==> config.mk <==
export PLATFORM = sky130hd
export DESIGN_NAME = line_refill_tracker
export DESIGN_NICKNAME = d
export VERILOG_FILES = /design/src/rtl/lrt_pkg.sv /design/src/rtl/lrt_issue.sv /design/src/rtl/lrt_rows.sv /design/src/rtl/lrt_match.sv /design/src/rtl/line_refill_tracker.sv
export SDC_FILE = /design/constraint.sdc
export NUM_CORES = 1
export LEC_CHECK = 0
export ABC_AREA = 1
export BUFFER_PORTS_ARGS = -buffer_cell sky130_fd_sc_hd__buf_4
export CAP_MARGIN = 5
export CORE_AREA = 2 2 162 164
export CTS_BUF_LIST = sky130_fd_sc_hd__clkbuf_8
export CTS_CLUSTER_DIAMETER = 30
export CTS_CLUSTER_SIZE = 8
export DETAILED_ROUTE_END_ITERATION = 10
export DIE_AREA = 0 0 164 166
export PLACE_DENSITY = 0.56
export SLEW_MARGIN = 25
export SYNTH_ARGS = -nofsm -noshare
export SYNTH_HDL_FRONTEND = slang
export SYNTH_SLANG_ARGS = --single-unit
==> constraint.sdc <==
create_clock -name clk -period 3.7 [get_ports clk]
set_clock_uncertainty 0.2 [all_clocks]
set_input_delay 0.37 -clock clk [delete_from_list [all_inputs] [get_ports clk]]
set_output_delay 0.37 -clock clk [all_outputs]
set_load 0.05 [all_outputs]
==> src/rtl/lrt_pkg.sv <==
package lrt_pkg;

    localparam int WORD_BITS  = 64;
    localparam int SEL_W      = WORD_BITS / 8;
    localparam int BYTE_OFF_W = $clog2(SEL_W);

    typedef enum logic {
        ST_IDLE = 1'b0,
        ST_FILL = 1'b1
    } fill_state_e;

    function automatic logic [WORD_BITS-1:0] beat_data(input logic zeroing,
                                                       input logic [WORD_BITS-1:0] bus_word);
        return zeroing ? '0 : bus_word;
    endfunction

endpackage

==> src/rtl/lrt_issue.sv <==
module lrt_issue #(
    parameter int ROW_W = 3
) (
    input  logic             clk,
    input  logic             rst,
    input  logic             load,
    input  logic [ROW_W-1:0] start_row,
    input  logic             stall,
    output logic             stb,
    output logic [ROW_W-1:0] req_row
);

    logic [ROW_W-1:0] final_row;

    always_ff @(posedge clk) begin
        if (rst) begin
            stb       <= 1'b0;
            req_row   <= '0;
            final_row <= '0;
        end else if (load) begin
            stb       <= 1'b1;
            req_row   <= start_row;
            final_row <= ROW_W'(start_row - 1'b1);
        end else if (stb && !stall) begin
            if (req_row == final_row) begin
                stb <= 1'b0;
            end else begin
                req_row <= ROW_W'(req_row + 1'b1);
            end
        end
    end

    a_r2_hold_under_stall: assert property (@(posedge clk) disable iff (rst)
        (stb && stall && !load) |=> (stb && $stable(req_row)));

    a_r3_drop_only_when_taken: assert property (@(posedge clk) disable iff (rst)
        $fell(stb) |-> $past(!stall));

endmodule

==> src/rtl/lrt_rows.sv <==
module lrt_rows #(
    parameter int LINE_ROWS = 8,
    localparam int ROW_W = $clog2(LINE_ROWS)
) (
    input  logic                 clk,
    input  logic                 rst,
    input  logic                 load,
    input  logic [ROW_W-1:0]     start_row,
    input  logic                 ack,
    output logic [ROW_W-1:0]     ack_row,
    output logic [LINE_ROWS-1:0] valid,
    output logic                 first_ack,
    output logic                 last_ack
);

    logic [ROW_W-1:0] first_row;
    logic [ROW_W-1:0] end_row;

    assign end_row   = ROW_W'(first_row - 1'b1);
    assign first_ack = ack && (ack_row == first_row);
    assign last_ack  = ack && (ack_row == end_row);

    always_ff @(posedge clk) begin
        if (rst) begin
            ack_row   <= '0;
            first_row <= '0;
        end else if (load) begin
            ack_row   <= start_row;
            first_row <= start_row;
        end else if (ack) begin
            ack_row <= ROW_W'(ack_row + 1'b1);
        end
    end

    for (genvar g = 0; g < LINE_ROWS; g++) begin : g_row
        always_ff @(posedge clk) begin
            if (rst || load) begin
                valid[g] <= 1'b0;
            end else if (ack && (ack_row == ROW_W'(g))) begin
                valid[g] <= 1'b1;
            end
        end
    end

    a_r4_bits_only_rise: assert property (@(posedge clk) disable iff (rst)
        !load |=> ((valid | $past(valid)) == valid));

    a_r4_clear_on_start: assert property (@(posedge clk) disable iff (rst)
        load |=> (valid == '0));

endmodule

==> src/rtl/lrt_match.sv <==
module lrt_match #(
    parameter int DW_W      = 29,
    parameter int LINE_ROWS = 8,
    parameter int IDX_W     = 4,
    localparam int ROW_W = $clog2(LINE_ROWS),
    localparam int TAG_W = DW_W - IDX_W - ROW_W
) (
    input  logic                 active,
    input  logic [TAG_W-1:0]     line_tag,
    input  logic [IDX_W-1:0]     line_idx,
    input  logic [LINE_ROWS-1:0] valid,
    input  logic [DW_W-1:0]      probe_dw,
    input  logic                 probe_store,
    output logic                 hit
);

    logic [ROW_W-1:0] p_row;
    logic [IDX_W-1:0] p_idx;
    logic [TAG_W-1:0] p_tag;
    logic             same_line;

    always_comb begin
        p_row     = probe_dw[ROW_W-1:0];
        p_idx     = probe_dw[ROW_W +: IDX_W];
        p_tag     = probe_dw[DW_W-1 -: TAG_W];
        same_line = active && (p_idx == line_idx) && (p_tag == line_tag);
        hit       = same_line && (probe_store || valid[p_row]);
    end

endmodule

==> src/rtl/line_refill_tracker.sv <==
module line_refill_tracker
    import lrt_pkg::*;
#(
    parameter int ADDR_W    = 32,
    parameter int LINE_ROWS = 8,
    parameter int NUM_SETS  = 16,
    parameter int NUM_WAYS  = 4,
    localparam int DW_W  = ADDR_W - BYTE_OFF_W,
    localparam int ROW_W = $clog2(LINE_ROWS),
    localparam int IDX_W = $clog2(NUM_SETS),
    localparam int WAY_W = (NUM_WAYS > 1) ? $clog2(NUM_WAYS) : 1,
    localparam int TAG_W = DW_W - IDX_W - ROW_W
) (
    input  logic                   clk,
    input  logic                   rst,
    input  logic                   start_i,
    input  logic [DW_W-1:0]        start_dw_i,
    input  logic [WAY_W-1:0]       start_way_i,
    input  logic                   start_zero_i,
    input  logic                   start_present_i,
    output logic                   wb_cyc_o,
    output logic                   wb_stb_o,
    output logic                   wb_we_o,
    output logic [DW_W-1:0]        wb_adr_o,
    output logic [WORD_BITS-1:0]   wb_dat_o,
    output logic [SEL_W-1:0]       wb_sel_o,
    input  logic                   wb_ack_i,
    input  logic                   wb_stall_i,
    input  logic [WORD_BITS-1:0]   wb_dat_i,
    output logic                   ram_we_o,
    output logic [WAY_W-1:0]       ram_way_o,
    output logic [IDX_W+ROW_W-1:0] ram_row_o,
    output logic [WORD_BITS-1:0]   ram_wdata_o,
    output logic                   tag_we_o,
    output logic [WAY_W-1:0]       tag_way_o,
    output logic [IDX_W-1:0]       tag_index_o,
    output logic [TAG_W-1:0]       tag_value_o,
    output logic [LINE_ROWS-1:0]   row_valid_o,
    input  logic [DW_W-1:0]        probe_dw_i,
    input  logic                   probe_store_i,
    output logic                   probe_hit_o,
    output logic                   done_o,
    output logic [WORD_BITS-1:0]   done_data_o
);

    typedef struct packed {
        logic [TAG_W-1:0] tag;
        logic [IDX_W-1:0] idx;
        logic [WAY_W-1:0] way;
        logic             zero;
    } line_t;

    fill_state_e          state;
    line_t                line_q;
    logic                 accept;
    logic                 ack_eff;
    logic [ROW_W-1:0]     req_row;
    logic [ROW_W-1:0]     ack_row;
    logic                 first_ack;
    logic                 last_ack;
    logic                 tag_we_q;
    logic                 done_q;
    logic [WORD_BITS-1:0] done_data_q;

    assign accept  = start_i && (state == ST_IDLE);
    assign ack_eff = wb_ack_i && (state == ST_FILL);

    always_ff @(posedge clk) begin
        if (rst) begin
            state       <= ST_IDLE;
            line_q      <= '0;
            tag_we_q    <= 1'b0;
            done_q      <= 1'b0;
            done_data_q <= '0;
        end else begin
            tag_we_q <= accept && !(start_zero_i && start_present_i);
            done_q   <= first_ack && ack_eff;
            if (first_ack && ack_eff) begin
                done_data_q <= beat_data(line_q.zero, wb_dat_i);
            end
            if (accept) begin
                state       <= ST_FILL;
                line_q.tag  <= start_dw_i[DW_W-1 -: TAG_W];
                line_q.idx  <= start_dw_i[ROW_W +: IDX_W];
                line_q.way  <= start_way_i;
                line_q.zero <= start_zero_i;
            end else if (last_ack) begin
                state <= ST_IDLE;
            end
        end
    end

    lrt_issue #(
        .ROW_W(ROW_W)
    ) u_issue (
        .clk      (clk),
        .rst      (rst),
        .load     (accept),
        .start_row(start_dw_i[ROW_W-1:0]),
        .stall    (wb_stall_i),
        .stb      (wb_stb_o),
        .req_row  (req_row)
    );

    lrt_rows #(
        .LINE_ROWS(LINE_ROWS)
    ) u_rows (
        .clk      (clk),
        .rst      (rst),
        .load     (accept),
        .start_row(start_dw_i[ROW_W-1:0]),
        .ack      (ack_eff),
        .ack_row  (ack_row),
        .valid    (row_valid_o),
        .first_ack(first_ack),
        .last_ack (last_ack)
    );

    lrt_match #(
        .DW_W     (DW_W),
        .LINE_ROWS(LINE_ROWS),
        .IDX_W    (IDX_W)
    ) u_match (
        .active     (state == ST_FILL),
        .line_tag   (line_q.tag),
        .line_idx   (line_q.idx),
        .valid      (row_valid_o),
        .probe_dw   (probe_dw_i),
        .probe_store(probe_store_i),
        .hit        (probe_hit_o)
    );

    assign wb_cyc_o    = (state == ST_FILL);
    assign wb_we_o     = line_q.zero;
    assign wb_adr_o    = {line_q.tag, line_q.idx, req_row};
    assign wb_dat_o    = '0;
    assign wb_sel_o    = '1;

    assign ram_we_o    = ack_eff;
    assign ram_way_o   = line_q.way;
    assign ram_row_o   = {line_q.idx, ack_row};
    assign ram_wdata_o = beat_data(line_q.zero, wb_dat_i);

    assign tag_we_o    = tag_we_q;
    assign tag_way_o   = line_q.way;
    assign tag_index_o = line_q.idx;
    assign tag_value_o = line_q.tag;

    assign done_o      = done_q;
    assign done_data_o = done_data_q;

    a_r2_stb_inside_cyc: assert property (@(posedge clk) disable iff (rst)
        wb_stb_o |-> wb_cyc_o);

    a_r10_cyc_ends_on_ack: assert property (@(posedge clk) disable iff (rst)
        $fell(wb_cyc_o) |-> $past(wb_ack_i));

    a_r6_done_follows_ack: assert property (@(posedge clk) disable iff (rst)
        done_o |-> $past(wb_ack_i && wb_cyc_o));

    a_r9_tag_after_start: assert property (@(posedge clk) disable iff (rst)
        tag_we_o |-> ($past(start_i) && wb_cyc_o));

    a_r10_busy_start_ignored: assert property (@(posedge clk) disable iff (rst)
        (start_i && wb_cyc_o) |=> !tag_we_o);

endmodule

; ---- Word-level counts from Yosys, hierarchy flattened
; Cells that the tools add are included.
[word_totals]
ff_bits = 117
word_cells = 83
output_inout_bits = 281
input_bits = 132
[classes]
bitwise_logic = 1
n_addsub = 4
reduce_logical = 30
n_mux = 13
eq_ne = 13
magnitude_cmp = 1
[op_table]
columns = operator, count
row1 = two-way mux 64 bit, 1
row2 = equality test 22 bit, 1
row3 = logical AND 1 bit, 19
row4 = two-way mux 3 bit, 5
row5 = "equality test 3 bit, second input constant", 4
row6 = equality test 3 bit, 3
row7 = nonzero test 2 bit, 4
row8 = "adder 3 x 1 -> 3 bit, second input constant", 2
row9 = "equality test 3 x 2 -> 1 bit, second input constant", 2
row10 = two-way mux 1 bit, 6
row11 = "subtractor 3 x 1 -> 3 bit, second input constant", 2
row12 = equality test 4 bit, 1
row13 = "< comparator 3 x 4 -> 1 bit, second input constant", 1
row14 = AND reduction 2 bit, 2
row15 = binary-select mux 1 bit (select 3 bit), 1
row16 = "equality test 3 x 1 -> 1 bit, second input constant", 1
row17 = zero test 3 bit, 1
row18 = zero test 1 bit, 2
row19 = logical OR 1 bit, 2
row20 = "!= test 2 bit, second input constant", 1
row21 = inverter 1 bit, 1

; ---- Longest topological paths before layout
; Gate-level depths: netlist (run 1).
[logic_depth]
word_depth = 5
depth_mapped = 9

; ---- By module
; Synthesis (run 1) repeated with hierarchy kept, for this count alone.
[hier_totals]
cells_unflattened = 1169
area_unflattened_um2 = 6991.7
[modules_own_cells]
columns = mod, seq_area_each_um2, n_inst, cells_per_inst, area_each_um2
row1 = line_refill_tracker, 1921.8, 1, 843, 5195.0
row2 = lrt_rows, 280.3, 1, 100, 738.2
row3 = lrt_match, 0.0, 1, 160, 643.1
row4 = lrt_issue, 140.1, 1, 66, 415.4

; ---- Least setup slack after synthesis (run 1)
; No wires, ideal clock.
[synth_path]
kind = flip-flop to output port
startpoint = register line_q, in the netlist tag_value_o[19]
endpoint = output port probe_hit_o
path_slack_ns = 0.924
required_ns = 3.130
stages_incl_launch_ff = 9
n_path_buf = 0
arrival_ns = 2.206
cell_sequence = dfxtp_1 inv_1 nand2_1 o21ai_0 nor2_1 nand2_1 nor2_1 nand2_1 nor3_1
[synth_between]
elab_chain_len = 3
[synth_rtl]
columns = item, line
row1 = start: declaration, line_refill_tracker.sv:54  ; line_t line_q;
row2 = equality test 22 bit, lrt_match.sv:26  ; same_line = active && (p_idx == line_idx) && (p_tag == line_tag);
row3 = logical AND 1 bit, lrt_match.sv:26
row4 = logical AND 1 bit, lrt_match.sv:27  ; hit = same_line && (probe_store || valid[p_row]);
row5 = end: declaration, line_refill_tracker.sv:41  ; output logic probe_hit_o,
; Every way passes these cells.

; ---- Worst setup path in the final report (run 1)
[layout_path]
startpoint = register line_q, in the netlist wb_we_o
endpoint = output port ram_wdata_o[27]
[layout_between]
elab_chain_len = 1
[layout_rtl]
columns = item, line
row1 = two-way mux 64 bit, lrt_pkg.sv:14  ; return zeroing ? '0 : bus_word;
row2 = end: declaration, line_refill_tracker.sv:33  ; output logic [WORD_BITS-1:0] ram_wdata_o,
; Every way passes these cells.

==> results.tsv, run 1 <==
metric	value	unit
status	completed	
Hold Slack	0.0645	ns
final setup TNS	0	ns
Post-Synth XOR/XNOR Area	1.14	%
Power Density	459	mW/mm²
Sink Count	117	
Crit-path slowest cell	dfxtp_2	
total wire length	20.6	mm
GRT Util Overall	14.8	%
Starting Density	24.0	%
Yosys cell types	26	
Overall Power	4210	µW
crit-path leading delay family	buffers and inverters	
CP Cell Sequence	buf_4 -> nor2_1 -> buf_4	
CP required	3.13	ns
total of max-cap violations	0	
Synth Warn #	0	
Netlist Area Pre-Place	0.00614	mm²
die area	0.0272	mm²
initial antenna violation count	0	
pin count of the biggest net entering global routing	91	
die width	164	µm
Buf/Inv on CP	2	
cts bufs inserted	17	
Slew @ Worst Pin	0.928	ns
cells after synthesis	916	
Top cell by count, worst path	buf_4	
site row count	59	
clock-pin slew on the worst setup and hold paths	0.08	ns
Die Ht	166	µm
GPL Wtd Cong	0.827	
worst endpoint data arrival time	1.95	ns
post-synth top area share	38.1	%
final worst setup slack	1.18	ns
core area	0.0256	mm²
FMAX	397	MHz
post-CTS setup buffer count	0	
synth top area cells	dfxtp_1 (38%), nor2_1 (14%), buf_4 (13%), inv_1 (7.6%), nand2_1 (6.8%)	
DRT antenna net count	0	
routed len/inst	12.9	µm
latest clock arrival within the worst-skew pair	0.43	ns
syn_area_per_cell	6.71	µm²
DR vias	6358	
nets@finish	1382	
vias in the first global route	6144	
# diodes	0	
RSZ-0062 raised after global routing	no	
first-pass GRT wire length	32.0	mm
Hold Crit Start	start_dw_i[2]	
Seq cells post-synth	117	
drt first pass iters	4	
post-synthesis compound-gate area fraction	11.0	%
leakage power	0.00486	µW
largest family of logic cells by synthesized area	buffers and inverters	
Synth area leader	dfxtp_1	
Final Core Density	35.8	%
CP endpoint kind	output port	
P&R area growth vs syn	49.3	%
Final Cycle Share	68.1	%
worst setup path class	reg -> out	
Final Max Slew Viols	0	
vias per cell	4.00	
Root Driver	clkbuf_8	
worst slack, placed	1.31	ns
Worst Path Max Fanout	45	
grt total ovfl	0	
Slew Limit Headroom	38.2	%
crit path launch type	register	
final setup fails	0	
CTS tree	done	
Filler cells	2829	
CP peak stage delay	0.61	ns
Reg-to-Reg Start	wb_cyc_o	
I/O pin total	413	
sequential area share after synthesis	38.1	%
minimum clock period	2.52	ns
synthesized-area fraction occupied by adder cells	1.83	%
Worst setup startpoint	wb_we_o	
DRT iter0 DRCs	277	
HPWL after DPL	15.5	mm
post-synthesis mux area share	0	%
clk buf depth	2	
hold crit path type	in -> reg	
PortBufs	340	
simple-gate share of the synthesized area	23.8	%
# DRC	0	
layout cells sized above 1	30.9	%
H-tree depth	4	
hold violation count in the final report	0	
maximum vdd drop	193	µV
==> timing repair <==
item	CTS	global route
hold endpoints to repair	31	0
resized for setup	0	0
hold buffers	32	0
==> sequential cells by signal, summed over array words and instances, names as in the netlist <==
name and flops:
done_data_o 64, u_rows.valid 8, u_issue.final_row 3, done_o 1, tag_index_o 4, u_issue.req_row 3
ram_way_o 2, u_rows.ack_row 3, wb_we_o 1, wb_cyc_o 1, u_rows.first_row 3, tag_we_o 1
u_issue.stb 1, tag_value_o 22
==> final timing paths <==
check	endpoint	slack (ns)	cells past startpoint
max reg2reg	tag_we_o	1.27	6
max	ram_wdata_o[27]	1.18	3
min reg2reg	u_issue.final_row[0]	0.27	2
min	u_rows.first_row[2]	0.06	3
==> cell usage in the layout, fill, tap and decap left out, drive strengths merged, types with 3 or more instances in the layout <==
cell type / instances
a21oi: 19
a31oi: 6
buf: 347
clkbuf: 17
clkinv: 3
conb: 72
dfxtp: 117
dlygate4sd3: 32
ha: 9
inv: 138
nand2: 112
nand3: 37
nor2: 223
o21ai: 102
o22ai: 3
xnor2: 3
xor2: 5
==> power by group <==
part | switching (µW) | internal (µW) | total, µW
clock network | 619 | 618 | 1240
logic | 1110 | 433 | 1540
registers | 78.1 | 1350 | 1430
==> stage by stage <==
stage / area (µm²) / std cells
final: 9170 / 1589
after global routing: 9170 / 1589
after CTS: 9170 / 1589
after detailed placement: 8450 / 1525
after global placement: 8450 / 1525
after floorplan: 6410 / 986
==> tightest hold or removal path: cells and delay by family <==
| kind | cells | cell delay, ns |
|---|---|---|
| buffers and inverters | 1 | 0.13 |
| AND/OR/NAND/NOR | 1 | 0.09 |
| AO/OA/AOI/OAI | 1 | 0.07 |
==> per-layer routing <==
layer  GRT usage [%]  vias up  part of all wire [%]
met5               0        -                     0
met4            4.16        0                  0.88
met3            5.04       10                   8.6
met2            25.4      245                    48
met1            17.5     2830                    42
li1                -     3273                     -
==> cell type report <==
type                    count  area, µm²  share of cell area (%)
clock buffers              17        234                    2.55
repair buffers            379       2930                    31.9
multi-input cells         596       2590                    28.3
flip-flops and latches    117       2340                    25.5
clock inverters            15        169                    1.84
well taps                 335        419                    4.57
inverters                 130        488                    5.32
==> synth_stat cells <==
| library cell | count |
|---|---|
| nand3_1 | 37 |
| buf_1 | 2 |
| buf_4 | 104 |
| nand2_2 | 1 |
| xor2_1 | 5 |
| or2_2 | 1 |
| a21oi_1 | 19 |
| nand4_1 | 1 |
| buf_6 | 6 |
| inv_2 | 5 |
| o211ai_1 | 1 |
| buf_2 | 9 |
| o21ai_1 | 47 |
| clkbuf_1 | 22 |
| a31oi_1 | 6 |
| xnor2_1 | 3 |
| o21ai_0 | 55 |
| conb_1 | 2 |
| nor3_1 | 1 |
| nor2_1 | 223 |
| o32ai_1 | 1 |
| o22ai_1 | 3 |
| nand2_1 | 111 |
| dfxtp_1 | 117 |
| ha_1 | 9 |
| inv_1 | 125 |
==> kinds of logic (layout without fill, tap and decap cells) <==
group | after synthesis | after routing
xor gates and xnor gates | 8 | 8
AOI/OAI and AO/OA | 132 | 132
other | 2 | 72
adders and majority gates | 9 | 9
and+or+nand+nor | 375 | 375
DFF | 117 | 117
buffers and inverters | 273 | 541
No activity file was read; power rests on OpenSTA's default activity.
==> run 2, diff against run 1 <==
PLACE_DENSITY = 0.58   (was 0.56)
clock period = 2.2 ns   (was 3.7 ns; I/O delays follow)
==> run 2 against run 1 <==
First-iteration DRC count increased by 7.2%. Sequential power increased by 67%. Critical path depth increased by 4. Non-clock buffer count increased by 89. Clock-buffer cell count unchanged. Critical path type is now in -> reg. Setup slack got worse by 1.1 ns. Worst hold slack improved by 0.084 ns.
==> results.tsv, run 2 (same netlist as run 1, synthesis figures left out) <==
metric	value	unit	change
status	completed		
leakage power	0.00530	µW	+9.1%
CP Cell Sequence	dlygate4sd3_1 -> buf_4 -> inv_2 -> buf_12 -> nand2_1 -> a21oi_1 -> dlygate4sd3_1		
hold crit path type	in -> reg		
CP endpoint kind	register		
total of max-cap violations	0		unchanged
worst r2r dst	tag_we_o		
Hold Crit Start	start_i		
worst setup path class	in -> reg		
die width	164	µm	unchanged
Hold Slack	0.148	ns	+0.0837 ns
GPL Wtd Cong	0.781		-5.5%
Placed Instances	1531		+0.39%
Root Driver	clkbuf_8		
final setup fails	0		unchanged
clock-pin slew on the worst setup and hold paths	0.09	ns	about the same
Reg-to-Reg Start	wb_cyc_o		
FMAX	474	MHz	
pin count of the biggest net entering global routing	67		-26%
GRT Util Overall	15.9	%	+1.0 points
nets@finish	1471		+6.4%
Post-DP Area	0.00856	mm²	+1.3%
max FFs per register	64		unchanged
Final Cycle Share	95.9	%	
Hold Path Depth	4		+1
core area	0.0256	mm²	unchanged
# diodes	0		unchanged
worst endpoint data arrival time	2.28	ns	+0.33 ns
HPWL after DPL	15.6	mm	+0.70%
CP required	2.37	ns	-0.76 ns
most frequent cells in the layout	buf_4 (360), nor2_1 (218), inv_1 (123)		
P&R area growth vs syn	66.1	%	
drt first pass iters	4		unchanged
Worst Path Max Fanout	54		+20%
Crit-path slowest cell	dlygate4sd3_1		
routed len/inst	13.1	µm	+1.3%
vias per cell	4.09		+2.3%
Top cell by count, worst path	dlygate4sd3_1		
DRT antenna net count	0		unchanged
cts bufs inserted	17		unchanged
hold violation count in the final report	0		unchanged
first-pass GRT wire length	34.4	mm	+7.7%
total wire length	22.0	mm	+7.0%
DR vias	6866		+8.0%
Overall Power	7390	µW	+76%
CP peak stage delay	0.56	ns	-0.05 ns
vias in the first global route	6782		+10%
Starting Density	24.0	%	unchanged
maximum vdd drop	366	µV	+89%
Finished Layout Cells	1678		+5.6%
DRT iter0 DRCs	297		+7.2%
H-tree depth	4		unchanged
Sink Count	117		unchanged
Power Density	724	mW/mm²	+58%
Final Max Slew Viols	0		unchanged
die area	0.0272	mm²	unchanged
Hold EP	tag_value_o[12]		
CTS tree	done		
post-route cell area	0.0102	mm²	+11%
FF-to-FF setup slack	0.11	ns	-1.16 ns
clk buf depth	2		unchanged
Die Ht	166	µm	unchanged
# DRC	0		unchanged
layout cells sized above 1	32.8	%	+1.9 points
RSZ-0062 raised after global routing	yes		
minimum clock period	2.11	ns	
commonest non-fill, non-tap cell in the layout	buf_4		
site row count	59		unchanged
I/O pin total	413		unchanged
PortBufs	340		unchanged
R2R depth	6		unchanged
grt total ovfl	0		unchanged
initial antenna violation count	0		unchanged
latest clock arrival within the worst-skew pair	0.43	ns	about the same
crit path launch type	primary input		
run 2: layer usage:
layer  up-vias  wire [µm]  GRT usage [%]
met5         -          0              0
met4         0        316           4.58
met3        20       1760           5.29
met2       269      10800           28.5
met1      3124       9090           17.6
li1       3453          -              -
run 2: area by class of cell:
type                    instances  area (µm²)
flip-flops and latches        117        2380
clock inverters                15         193
well taps                     335         419
clock buffers                  17         234
fillers                      2658       15400
repair buffers                468        3820
inverters                     130         488
multi-input cells             596        2670
run 2: report_power, final:
part	total, µW	switching [µW]	internal (µW)
clock network	2200	1050	1150
logic	2800	1940	860
registers	2390	110	2280
total	7390	3100	4290
run 2: metrics by stage:
stage,setup TNS [ns],setup WS (ns),utilization [%]
global route,-0.0353,-0.0353,39.8
detailed placement,0,0.177,33.4
CTS,0,0.00129,39.5
global placement,0,0.184,33.4
floorplan,0,0.00244,-
finish,0,0.0894,39.8
run 2: how the worst max path moves through the flow:
stage	startpoint	to	slack (ns)	cells past startpoint
2_1_floorplan	wb_we_o	done_data_o[10]	0.002	5
3_3_place_gp	tag_value_o[17]	probe_hit_o	0.18	7
3_5_place_dp	tag_value_o[17]	probe_hit_o	0.18	7
6_report	rst	tag_we_o	0.09	7
4_1_cts	tag_value_o[1]	probe_hit_o	0.001	9
5_1_grt	wb_cyc_o	probe_hit_o	-0.04	7
run 2: repair_timing:
| item | in CTS | in global routing |
|---|---|---|
| hold buffers | 103 | 0 |
| pin swaps | 10 | 8 |
| gates resized for setup | 28 | 15 |
| endpoints found under the setup margin | 1 | 1 |
| buffers inserted | 7 | 5 |
| hold endpoints to repair | 108 | 0 |
run 2: worst max-delay path: cells and delay by family:
| kind | cells | cell delay, ns |
|---|---|---|
| AO/OA/AOI/OAI | 1 | 0.16 |
| buffers and inverters | 5 | 1.65 |
| AND/OR/NAND/NOR | 1 | 0.22 |
==> run 3, diff against run 2 <==
PLACE_DENSITY = 0.53   (was 0.58)
==> run 3 against run 2 <==
Clock power fell by 12%. Register-to-register slack better by 0.02 ns. Routed wire length fell by 1.2%. Sequential cell count unchanged. Clock-buffer cell count increased by 2. Worst hold slack got worse by 0.094 ns. Global-route usage fell by 0.31 points. Combinational power about the same. Core utilization fell by 0.30 points.
==> results.tsv, run 3 (same netlist as run 1, synthesis figures left out) <==
metric	value	unit	change
vias in the first global route	6566		-3.2%
total wire length	21.7	mm	-1.2%
R2R depth	7		+1
GRT Util Overall	15.5	%	-0.31 points
Power Density	702	mW/mm²	-3.0%
Final Cycle Share	97.2	%	+1.3 points
commonest non-fill, non-tap cell in the layout	buf_4		
FMAX	468	MHz	-1.3%
final setup fails	0		unchanged
HPWL after DPL	15.8	mm	+0.93%
maximum vdd drop	297	µV	-19%
vias per cell	4.04		-1.2%
max FFs per register	64		unchanged
worst setup path class	reg -> out		
DRT iter0 DRCs	180		-39%
latest clock arrival within the worst-skew pair	0.44	ns	about the same
DR vias	6778		-1.3%
drt first pass iters	4		unchanged
site row count	59		unchanged
Sink Count	117		unchanged
Worst Path Max Fanout	3		-94%
crit path launch type	register		
leakage power	0.00527	µW	-0.49%
core area	0.0256	mm²	unchanged
Hold Slack	0.0540	ns	-0.0942 ns
first-pass GRT wire length	33.7	mm	-2.1%
pin count of the biggest net entering global routing	67		unchanged
worst slack, placed	0.151	ns	-0.0258 ns
initial antenna violation count	1		+1
hold crit path type	in -> reg		
CP required	1.78	ns	-0.59 ns
Hold Path Depth	5		+1
Overall Power	7110	µW	-3.7%
total of max-cap violations	0		unchanged
H-tree depth	4		unchanged
Die Ht	166	µm	unchanged
nets@finish	1469		-0.14%
GPL Wtd Cong	0.780		-0.13%
final worst setup slack	0.0616	ns	-0.0278 ns
clk buf depth	2		unchanged
I/O pin total	413		unchanged
CP peak stage delay	0.36	ns	-0.20 ns
grt total ovfl	0		unchanged
CP Cell Sequence	inv_2 -> a21oi_4 -> nand2_2 -> nor2_4 -> nand3_4 -> nor3_4 -> buf_6		
Final Core Density	39.5	%	-0.30 points
Starting Density	24.0	%	unchanged
routed len/inst	13.0	µm	-1.2%
Buf/Inv on CP	2		-3
minimum clock period	2.14	ns	+0.0278 ns
cts bufs inserted	17		unchanged
hold violation count in the final report	0		unchanged
Finished Layout Cells	1677		-0.060%
die width	164	µm	unchanged
Crit-path slowest cell	dfxtp_2		
CTS tree	done		
Placed Instances	1531		unchanged
die area	0.0272	mm²	unchanged
Final Max Slew Viols	0		unchanged
P&R area growth vs syn	64.8	%	
PortBufs	340		unchanged
CP endpoint kind	output port		
# DRC	0		unchanged
status	completed		
most frequent cells in the layout	buf_4 (355), nor2_1 (221), inv_1 (123)		
DRT antenna net count	0		unchanged
clock-pin slew on the worst setup and hold paths	0.09	ns	about the same
crit-path leading delay family	simple AND/OR/NAND/NOR gates		
Root Driver	clkbuf_8		
layout cells sized above 1	31.8	%	-1.0 points
worst endpoint data arrival time	1.72	ns	-0.56 ns
Crit path depth	7		unchanged
RSZ-0062 raised after global routing	yes		
run 3: cell count changes in the layout (fill, tap and decap cells not counted), sizes merged:
| cell | delta |
|---|---|
| bufinv | -2 |
| buf | -4 |
| clkbuf | +2 |
| clkinv | +1 |
| clkinvlp | +2 |
| inv | -3 |
| dlygate4sd3 | +2 |
| diode | +1 |
run 3: routing by layer:
| layer | GRT usage [%] | wire, µm |
|---|---|---|
| met5 | 0 | 0 |
| met4 | 4.96 | 373 |
| met3 | 5.44 | 1840 |
| met2 | 26.7 | 10400 |
| met1 | 18.0 | 9150 |
run 3: layout make-up:
class / count / area [µm²]
fillers: 2716 / 15500
repair buffers: 466 / 3820
multi-input cells: 596 / 2650
flip-flops and latches: 117 / 2370
inverters: 130 / 488
well taps: 335 / 419
clock buffers: 19 / 262
clock inverters: 13 / 124
diodes: 1 / 2.50
run 3: power breakdown:
part | total [µW] | leakage [µW] | switching (µW) | internal [µW]
combinational | 2780 | 0.00412 | 1930 | 855
sequential | 2390 | 0.000962 | 111 | 2280
clock | 1940 | 0.000189 | 978 | 965
run 3: through the flow:
stage	cell area [µm²]	TNS (ns)
6_report	10100	0
5_1_grt	10100	-0.107
4_1_cts	10100	0
3_5_place_dp	8560	0
3_3_place_gp	8560	0
2_1_floorplan	6420	0
run 3: final timing paths:
kind / to / slack (ns) / from
setup / recovery: probe_hit_o / 0.06 / tag_value_o[17]
hold / removal: done_data_o[6] / 0.05 / wb_dat_i[6]
setup reg to reg: ram_way_o[0] / 0.13 / wb_cyc_o
hold reg to reg: u_issue.final_row[0] / 0.27 / u_issue.final_row[0]
run 3: what timing repair did:
item                                    CTS  global route
endpoints found under the hold margin   105             0
hold buffers                            105             0
setup buffers                             7             1
endpoints found under the setup margin    1             7
resized for setup                        27             5
pin swaps                                 9             6
run 3: tightest hold or removal path, delay by kind of cell:
kind | cells | cell delay (ns)
compound gates | 1 | 0.15
simple gates | 2 | 0.10
buf+inv | 2 | 0.17
